### config.mk
export PLATFORM = sky130hd
export DESIGN_NAME = uc_flow_seq
export DESIGN_NICKNAME = d
export VERILOG_FILES = /design/src/rtl/uc_flow_seq.sv
export SDC_FILE = /design/constraint.sdc
export NUM_CORES = 1
export LEC_CHECK = 0
export BUFFER_PORTS_ARGS = -buffer_cell sky130_fd_sc_hd__buf_2
export CAP_MARGIN = 5
export CORE_MARGIN = 1.5
export CORE_UTILIZATION = 54
export DETAILED_ROUTE_END_ITERATION = 8
export GPL_TIMING_DRIVEN = 0
export PLACE_DENSITY = 0.89
export REMOVE_ABC_BUFFERS = 1
export SETUP_SLACK_MARGIN = 0.2
export SLEW_MARGIN = 20
export SYNTH_ARGS = -nofsm -noshare
export SYNTH_HDL_FRONTEND = slang
export SYNTH_SLANG_ARGS = --single-unit
### constraint.sdc
create_clock -name clk -period 5.8 [get_ports clk]
set_clock_uncertainty 0.15 [all_clocks]
set_input_delay 0.87 -clock clk [delete_from_list [all_inputs] [get_ports clk]]
set_output_delay 0.87 -clock clk [all_outputs]
set_load 0.1 [all_outputs]
### src/rtl/uc_flow_seq.sv
module uc_flow_seq #(
  parameter int IW = 16,
  parameter int SW = 4,
  parameter int SELW = 5
) (
  input  logic            clk,
  input  logic            rst_n,
  input  logic [IW-1:0]   instr,
  output logic            ctl_oe_en,
  output logic [SELW-1:0] ctl_oe_sel,
  output logic            ctl_pc_inc,
  output logic            ctl_pc_load,
  output logic            ctl_sp_inc,
  output logic            ctl_sp_dec,
  output logic            ctl_lo_ld,
  output logic            ctl_hi_ld,
  output logic            ctl_mem_wr,
  output logic            ctl_ir_ld
);
  localparam int NF = 8;
  localparam int CW = 1 + SELW + NF;
  localparam logic [SW-1:0] STEP_IDLE = '1;

  localparam logic [IW-1:0] OP_CALL_L = IW'('h205);
  localparam logic [IW-1:0] OP_CALL_P = IW'('h206);
  localparam logic [IW-1:0] OP_RET_L  = IW'('h207);
  localparam logic [IW-1:0] OP_RET_P  = IW'('h208);
  localparam logic [IW-1:0] OP_JMP_L  = IW'('h209);
  localparam logic [IW-1:0] OP_SPAGE  = IW'('h20A);

  localparam logic [SELW-1:0] S_PC   = SELW'(5'b00000);
  localparam logic [SELW-1:0] S_SP   = SELW'(5'b00001);
  localparam logic [SELW-1:0] S_W2IN = SELW'(5'b11000);
  localparam logic [SELW-1:0] S_W2OT = SELW'(5'b11001);
  localparam logic [SELW-1:0] S_HIOT = SELW'(5'b11010);
  localparam logic [SELW-1:0] S_SPG  = SELW'(5'b11011);
  localparam logic [SELW-1:0] S_MEM  = SELW'(5'b11111);

  localparam logic [NF-1:0] F_PCI = 8'h80;
  localparam logic [NF-1:0] F_PCL = 8'h40;
  localparam logic [NF-1:0] F_SPI = 8'h20;
  localparam logic [NF-1:0] F_SPD = 8'h10;
  localparam logic [NF-1:0] F_LO  = 8'h08;
  localparam logic [NF-1:0] F_HI  = 8'h04;
  localparam logic [NF-1:0] F_WR  = 8'h02;
  localparam logic [NF-1:0] F_IR  = 8'h01;

  function automatic logic [CW-1:0] drv(input logic [SELW-1:0] s, input logic [NF-1:0] f);
    return {1'b1, s, f};
  endfunction

  function automatic logic [CW-1:0] quiet(input logic [NF-1:0] f);
    return {1'b0, {SELW{1'b0}}, f};
  endfunction

  logic [SW-1:0] step_q;
  logic [CW-1:0] word;
  logic          last;

  always_comb begin
    word = '0;
    last = 1'b0;
    if (step_q == STEP_IDLE) begin
      last = 1'b1;
    end else if (step_q == SW'(0)) begin
      word = drv(S_PC, F_LO);
    end else if (step_q == SW'(1)) begin
      word = drv(S_MEM, F_IR | F_PCI);
    end else begin
      case (instr)
        OP_JMP_L: begin
          case (step_q)
            SW'(2): word = drv(S_PC, F_LO);
            SW'(3): word = drv(S_W2IN, F_PCI);
            SW'(4): word = drv(S_PC, F_LO);
            SW'(5): word = drv(S_MEM, F_PCL);
            SW'(6): begin word = drv(S_W2OT, F_HI); last = 1'b1; end
            default: last = 1'b1;
          endcase
        end
        OP_CALL_L: begin
          case (step_q)
            SW'(2):  word = drv(S_SP, F_LO);
            SW'(3):  word = drv(S_PC, F_WR | F_SPD);
            SW'(4):  word = drv(S_SP, F_LO);
            SW'(5):  word = drv(S_HIOT, F_WR | F_SPD);
            SW'(6):  word = drv(S_PC, F_LO);
            SW'(7):  word = drv(S_W2IN, F_PCI);
            SW'(8):  word = drv(S_PC, F_LO);
            SW'(9):  word = drv(S_MEM, F_PCL);
            SW'(10): begin word = drv(S_W2OT, F_HI); last = 1'b1; end
            default: last = 1'b1;
          endcase
        end
        OP_RET_L: begin
          case (step_q)
            SW'(2): word = quiet(F_SPI);
            SW'(3): word = drv(S_SP, F_LO);
            SW'(4): word = drv(S_W2IN, F_SPI);
            SW'(5): word = drv(S_SP, F_LO);
            SW'(6): word = drv(S_MEM, F_PCL);
            SW'(7): word = drv(S_W2OT, F_HI | F_PCI);
            SW'(8): begin word = quiet(F_PCI); last = 1'b1; end
            default: last = 1'b1;
          endcase
        end
        OP_CALL_P: begin
          case (step_q)
            SW'(2): word = drv(S_SP, F_LO);
            SW'(3): word = drv(S_PC, F_WR | F_SPD);
            SW'(4): word = drv(S_PC, F_LO);
            SW'(5): begin word = drv(S_MEM, F_PCL); last = 1'b1; end
            default: last = 1'b1;
          endcase
        end
        OP_RET_P: begin
          case (step_q)
            SW'(2): word = quiet(F_SPI);
            SW'(3): word = drv(S_SP, F_LO);
            SW'(4): word = drv(S_MEM, F_PCL);
            SW'(5): begin word = quiet(F_PCI); last = 1'b1; end
            default: last = 1'b1;
          endcase
        end
        OP_SPAGE: begin
          case (step_q)
            SW'(2): word = drv(S_PC, F_LO);
            SW'(3): begin word = drv(S_SPG, F_PCI); last = 1'b1; end
            default: last = 1'b1;
          endcase
        end
        default: last = 1'b1;
      endcase
    end
  end

  always_ff @(posedge clk) begin
    if (!rst_n) step_q <= STEP_IDLE;
    else if (last) step_q <= '0;
    else step_q <= step_q + 1'b1;
  end

  assign ctl_oe_en   = word[CW-1];
  assign ctl_oe_sel  = word[CW-2 -: SELW];
  assign ctl_pc_inc  = word[7];
  assign ctl_pc_load = word[6];
  assign ctl_sp_inc  = word[5];
  assign ctl_sp_dec  = word[4];
  assign ctl_lo_ld   = word[3];
  assign ctl_hi_ld   = word[2];
  assign ctl_mem_wr  = word[1];
  assign ctl_ir_ld   = word[0];

  a_r1_idle_then_fetch: assert property (@(posedge clk) disable iff (!rst_n)
    (step_q == STEP_IDLE) |=> (ctl_oe_en && ctl_oe_sel == S_PC && ctl_lo_ld));
  a_r2_fetch_loads_ir: assert property (@(posedge clk) disable iff (!rst_n)
    (step_q == SW'(0)) |=> ctl_ir_ld);
  a_r2_ir_single: assert property (@(posedge clk) disable iff (!rst_n)
    ctl_ir_ld |=> !ctl_ir_ld);
  a_r10_pc_excl: assert property (@(posedge clk) disable iff (!rst_n)
    !(ctl_pc_inc && ctl_pc_load));
  a_r10_sp_excl: assert property (@(posedge clk) disable iff (!rst_n)
    !(ctl_sp_inc && ctl_sp_dec));
  a_r10_wr_driven: assert property (@(posedge clk) disable iff (!rst_n)
    ctl_mem_wr |-> ctl_oe_en);
  a_r4_push_decrements: assert property (@(posedge clk) disable iff (!rst_n)
    ctl_mem_wr |-> ctl_sp_dec);
  a_r9_unknown_short: assert property (@(posedge clk) disable iff (!rst_n)
    (step_q == SW'(2) && !ctl_oe_en && !ctl_sp_inc) |=> (step_q == SW'(0)));
endmodule

==> results.sh <==
export IMPL_post_route_cell_area_mm2=0.00123
export IMPL_die_h_um=48.3
export IMPL_grt_first_pass_wirelength_mm=5.75
export IMPL_worstSetupStartpointType="input port"
export IMPL_yosys_area_share_simple=0.394
export IMPL_maxCapViolations=0
export IMPL_peakVddDrop_uv=150
export IMPL_hp_class="reg2reg"
export IMPL_grt_usage=0.305
export IMPL_fin_crit_sh=0.647
export IMPL_reg2reg_depth=7
export IMPL_synth_top_family_by_area="simple AND/OR/NAND/NOR gates"
export IMPL_post_cts_resized=0
export IMPL_wirelength_mm=3.54
export IMPL_clkTransAtPathRegs_ns=0.03
export IMPL_regMostFlops="step_q"
export IMPL_drt_iter0_drc=111
export IMPL_p_sw_frac=0.441
export IMPL_regToRegStartpoint="step_q[0]"
export IMPL_grt_pass1_vias=1286
export IMPL_power_internal_mw=0.0764
export IMPL_holdPathEnd="step_q[0]"
export IMPL_clk_path_buf_depth=2
export IMPL_fill_cells=202
export IMPL_dp_hpwl_mm=2.59
export IMPL_p_per_area_mw_per_mm2=111
export IMPL_ys_types=57
export IMPL_std_cell_rows=16
export IMPL_setup_tns_ns=0
export IMPL_timing_fmax_ghz=0.266
export IMPL_required_ns=4.78
export IMPL_min_from="step_q[0]"
export IMPL_drv_slew=0
export IMPL_netlist_area_leader_share=0.0722
export IMPL_syn_area_mm2=0.00111
export IMPL_synthTopCellsByCount="16 x nor2_1, 15 x a21oi_1, 11 x nand2_1, 11 x o21ai_0, 10 x clkbuf_1"
export IMPL_yosysTopAreaCell="dfxtp_1"
export IMPL_syn_inst=168
export IMPL_placed_area_mm2=0.00120
export IMPL_synth_compound_area_frac=0.372
export IMPL_r2r_slack_ns=3.25
export IMPL_end_kind="output pin"
export IMPL_dieArea_mm2=0.00233
export IMPL_syn_avg_cell_area_um2=6.60
export IMPL_post_place_ws_ns=2.10
export IMPL_finish_utilization=0.632
export IMPL_min_path_cells=1
export IMPL_ys_seq_elements=4
export IMPL_synth_ff_type="dfxtp_1"
export IMPL_outcome="finished with violations"
export IMPL_route_detailed_drc=1
export IMPL_synthAdderAreaFrac=0.0451
export IMPL_overflow=0
export IMPL_pwr_share_comb=0.498
export IMPL_gp_congestion=0.982
export IMPL_post_drt_wl_per_cell_um=16.8
export IMPL_maxSlewHeadroom=0.578
export IMPL_synthTopCellsByArea="dfxtp_1 7.2%, a21oi_1 6.8%, nor2_1 5.4%"
export IMPL_rsz0062_at_grt="no"
export IMPL_r2r_end="step_q[0]"
export IMPL_htreeDepth=1
export IMPL_multi_input_area_um2=917
export IMPL_hold_viol_final=0
export IMPL_io_pins=32
export IMPL_worst_pin_slew_ns=0.632
export IMPL_drive_above_1_share=0.207
export IMPL_ctsRootBufferMaster="clkbuf_4"
export IMPL_synth_edf_count=0
export IMPL_layout_min_cycle_time_ns=3.75
export IMPL_top_regs="step_q x4"
export IMPL_seq_area_um2=80.1
export IMPL_final_nets=208
export IMPL_async_reset_ff_frac=0
export IMPL_vias=1436
export IMPL_p_clk_frac=0.246
export IMPL_p_seq_frac=0.255
export IMPL_cts_made_buffers=3
export IMPL_post_cts_buffers=0
export IMPL_grt_max_degree=20
export IMPL_clock_latency_ns=0.23
export IMPL_cts_tree="built"
export IMPL_ys_warn_count=0
export IMPL_antenna_found_initial=0
export IMPL_core_area_mm2=0.00194
export IMPL_hold_buffers=0
export IMPL_p_leak_nw=0.480
export IMPL_port_buffers=31
export IMPL_clock_sinks=4
export IMPL_viasPerCell=6.81
export IMPL_synth_most_common_cell="nor2_1"
export IMPL_yosysSeqAreaShare=0.0722
export IMPL_largest_reg_flops=4
export IMPL_n_antenna_cell=0
export IMPL_crit_fanout=19
export IMPL_switchingPower_mw=0.0603
export IMPL_dieWidth_um=48.3
export IMPL_synthMuxAreaShare=0
export IMPL_total_power_mw=0.137
export IMPL_antenna_left=0
export IMPL_start_util=0.571
export IMPL_setup_slack_ns=2.05
export IMPL_dr_pass1_iters=7
export IMPL_violations="DRC"
export IMPL_critPathKind="in2out"
export IMPL_area_growth_pct=10.7
export IMPL_finalSetupViolations=0
export IMPL_synthXorXnorAreaFrac=0.0158
export IMPL_crit_arrival_ns=2.73
power by group through the flow:
stage / Combinational (mW) / Clock, mW / Sequential (mW)
after global placement: 0.0649 / 0 / 0.0347
after global routing: 0.0733 / 0.0356 / 0.0354
after detailed placement: 0.0659 / 0 / 0.0351
after floorplan: 0.0451 / 0 / 0.0336
final: 0.0681 / 0.0337 / 0.0349
after CTS: 0.0663 / 0.0362 / 0.0347
cell type report:
type                            instances  share of cell area
Clock buffer                            3              0.0183
Timing Repair Buffer                   31               0.126
Sequential cell                         4              0.0652
Multi-Input combinational cell        141               0.747
Inverter                                5              0.0153
Tap cell                               27              0.0275
kinds of logic after synthesis:
kind of cell               Yosys count
buffers and inverters               23
adders and majority gates            4
DFF                                  4
and+or+nand+nor                     73
AOI/OAI and AO/OA                   62
xor gates and xnor gates             2
critical path, stage by stage:
cell	delay, ns
buf_2	0.20
nand4bb_1	0.35
a2111oi_0	0.44
o221ai_1	0.17
nand2_1	0.09
a32o_1	0.16
buf_2	0.43
worst max-delay path by stage:
stage | start | end | slack [ns] | depth (start not counted)
CTS | instr[1] | ctl_lo_ld | 2.08 | 7
global route | instr[0] | ctl_lo_ld | 1.88 | 7
finish | instr[1] | ctl_lo_ld | 2.05 | 7
global placement | instr[1] | ctl_lo_ld | 2.10 | 7
floorplan | instr[12] | ctl_mem_wr | -0.78 | 4
detailed placement | instr[1] | ctl_lo_ld | 2.10 | 7
per-layer routing:
metal | share of wire | vias to the layer above | routed length, µm | track usage
li1 | - | 674 | - | -
met1 | 0.37 | 649 | 1300 | 0.375
met2 | 0.51 | 102 | 1800 | 0.521
met3 | 0.096 | 11 | 338 | 0.0556
met4 | 0.028 | 0 | 99 | 0.133
met5 | 0 | - | 0 | 0
metrics by stage:
| stage | cells | hold WS [ns] |
|---|---|---|
| 2_1_floorplan | 150 | 0.321 |
| 4_1_cts | 211 | 0.390 |
| 6_report | 211 | 0.377 |
| 3_3_place_gp | 208 | 0.344 |
| 3_5_place_dp | 208 | 0.376 |
| 5_1_grt | 211 | 0.402 |
cell usage in the layout (no fill, tap or decap), types with 5 or more instances in the layout:
master     n
a21oi_1   15
buf_2     31
inv_1      5
nand2_1   11
nand2b_1   6
nand3_1    7
nor2_1    16
nor3_1     5
o21ai_0   11
No activity file was read; power rests on OpenSTA's default activity.
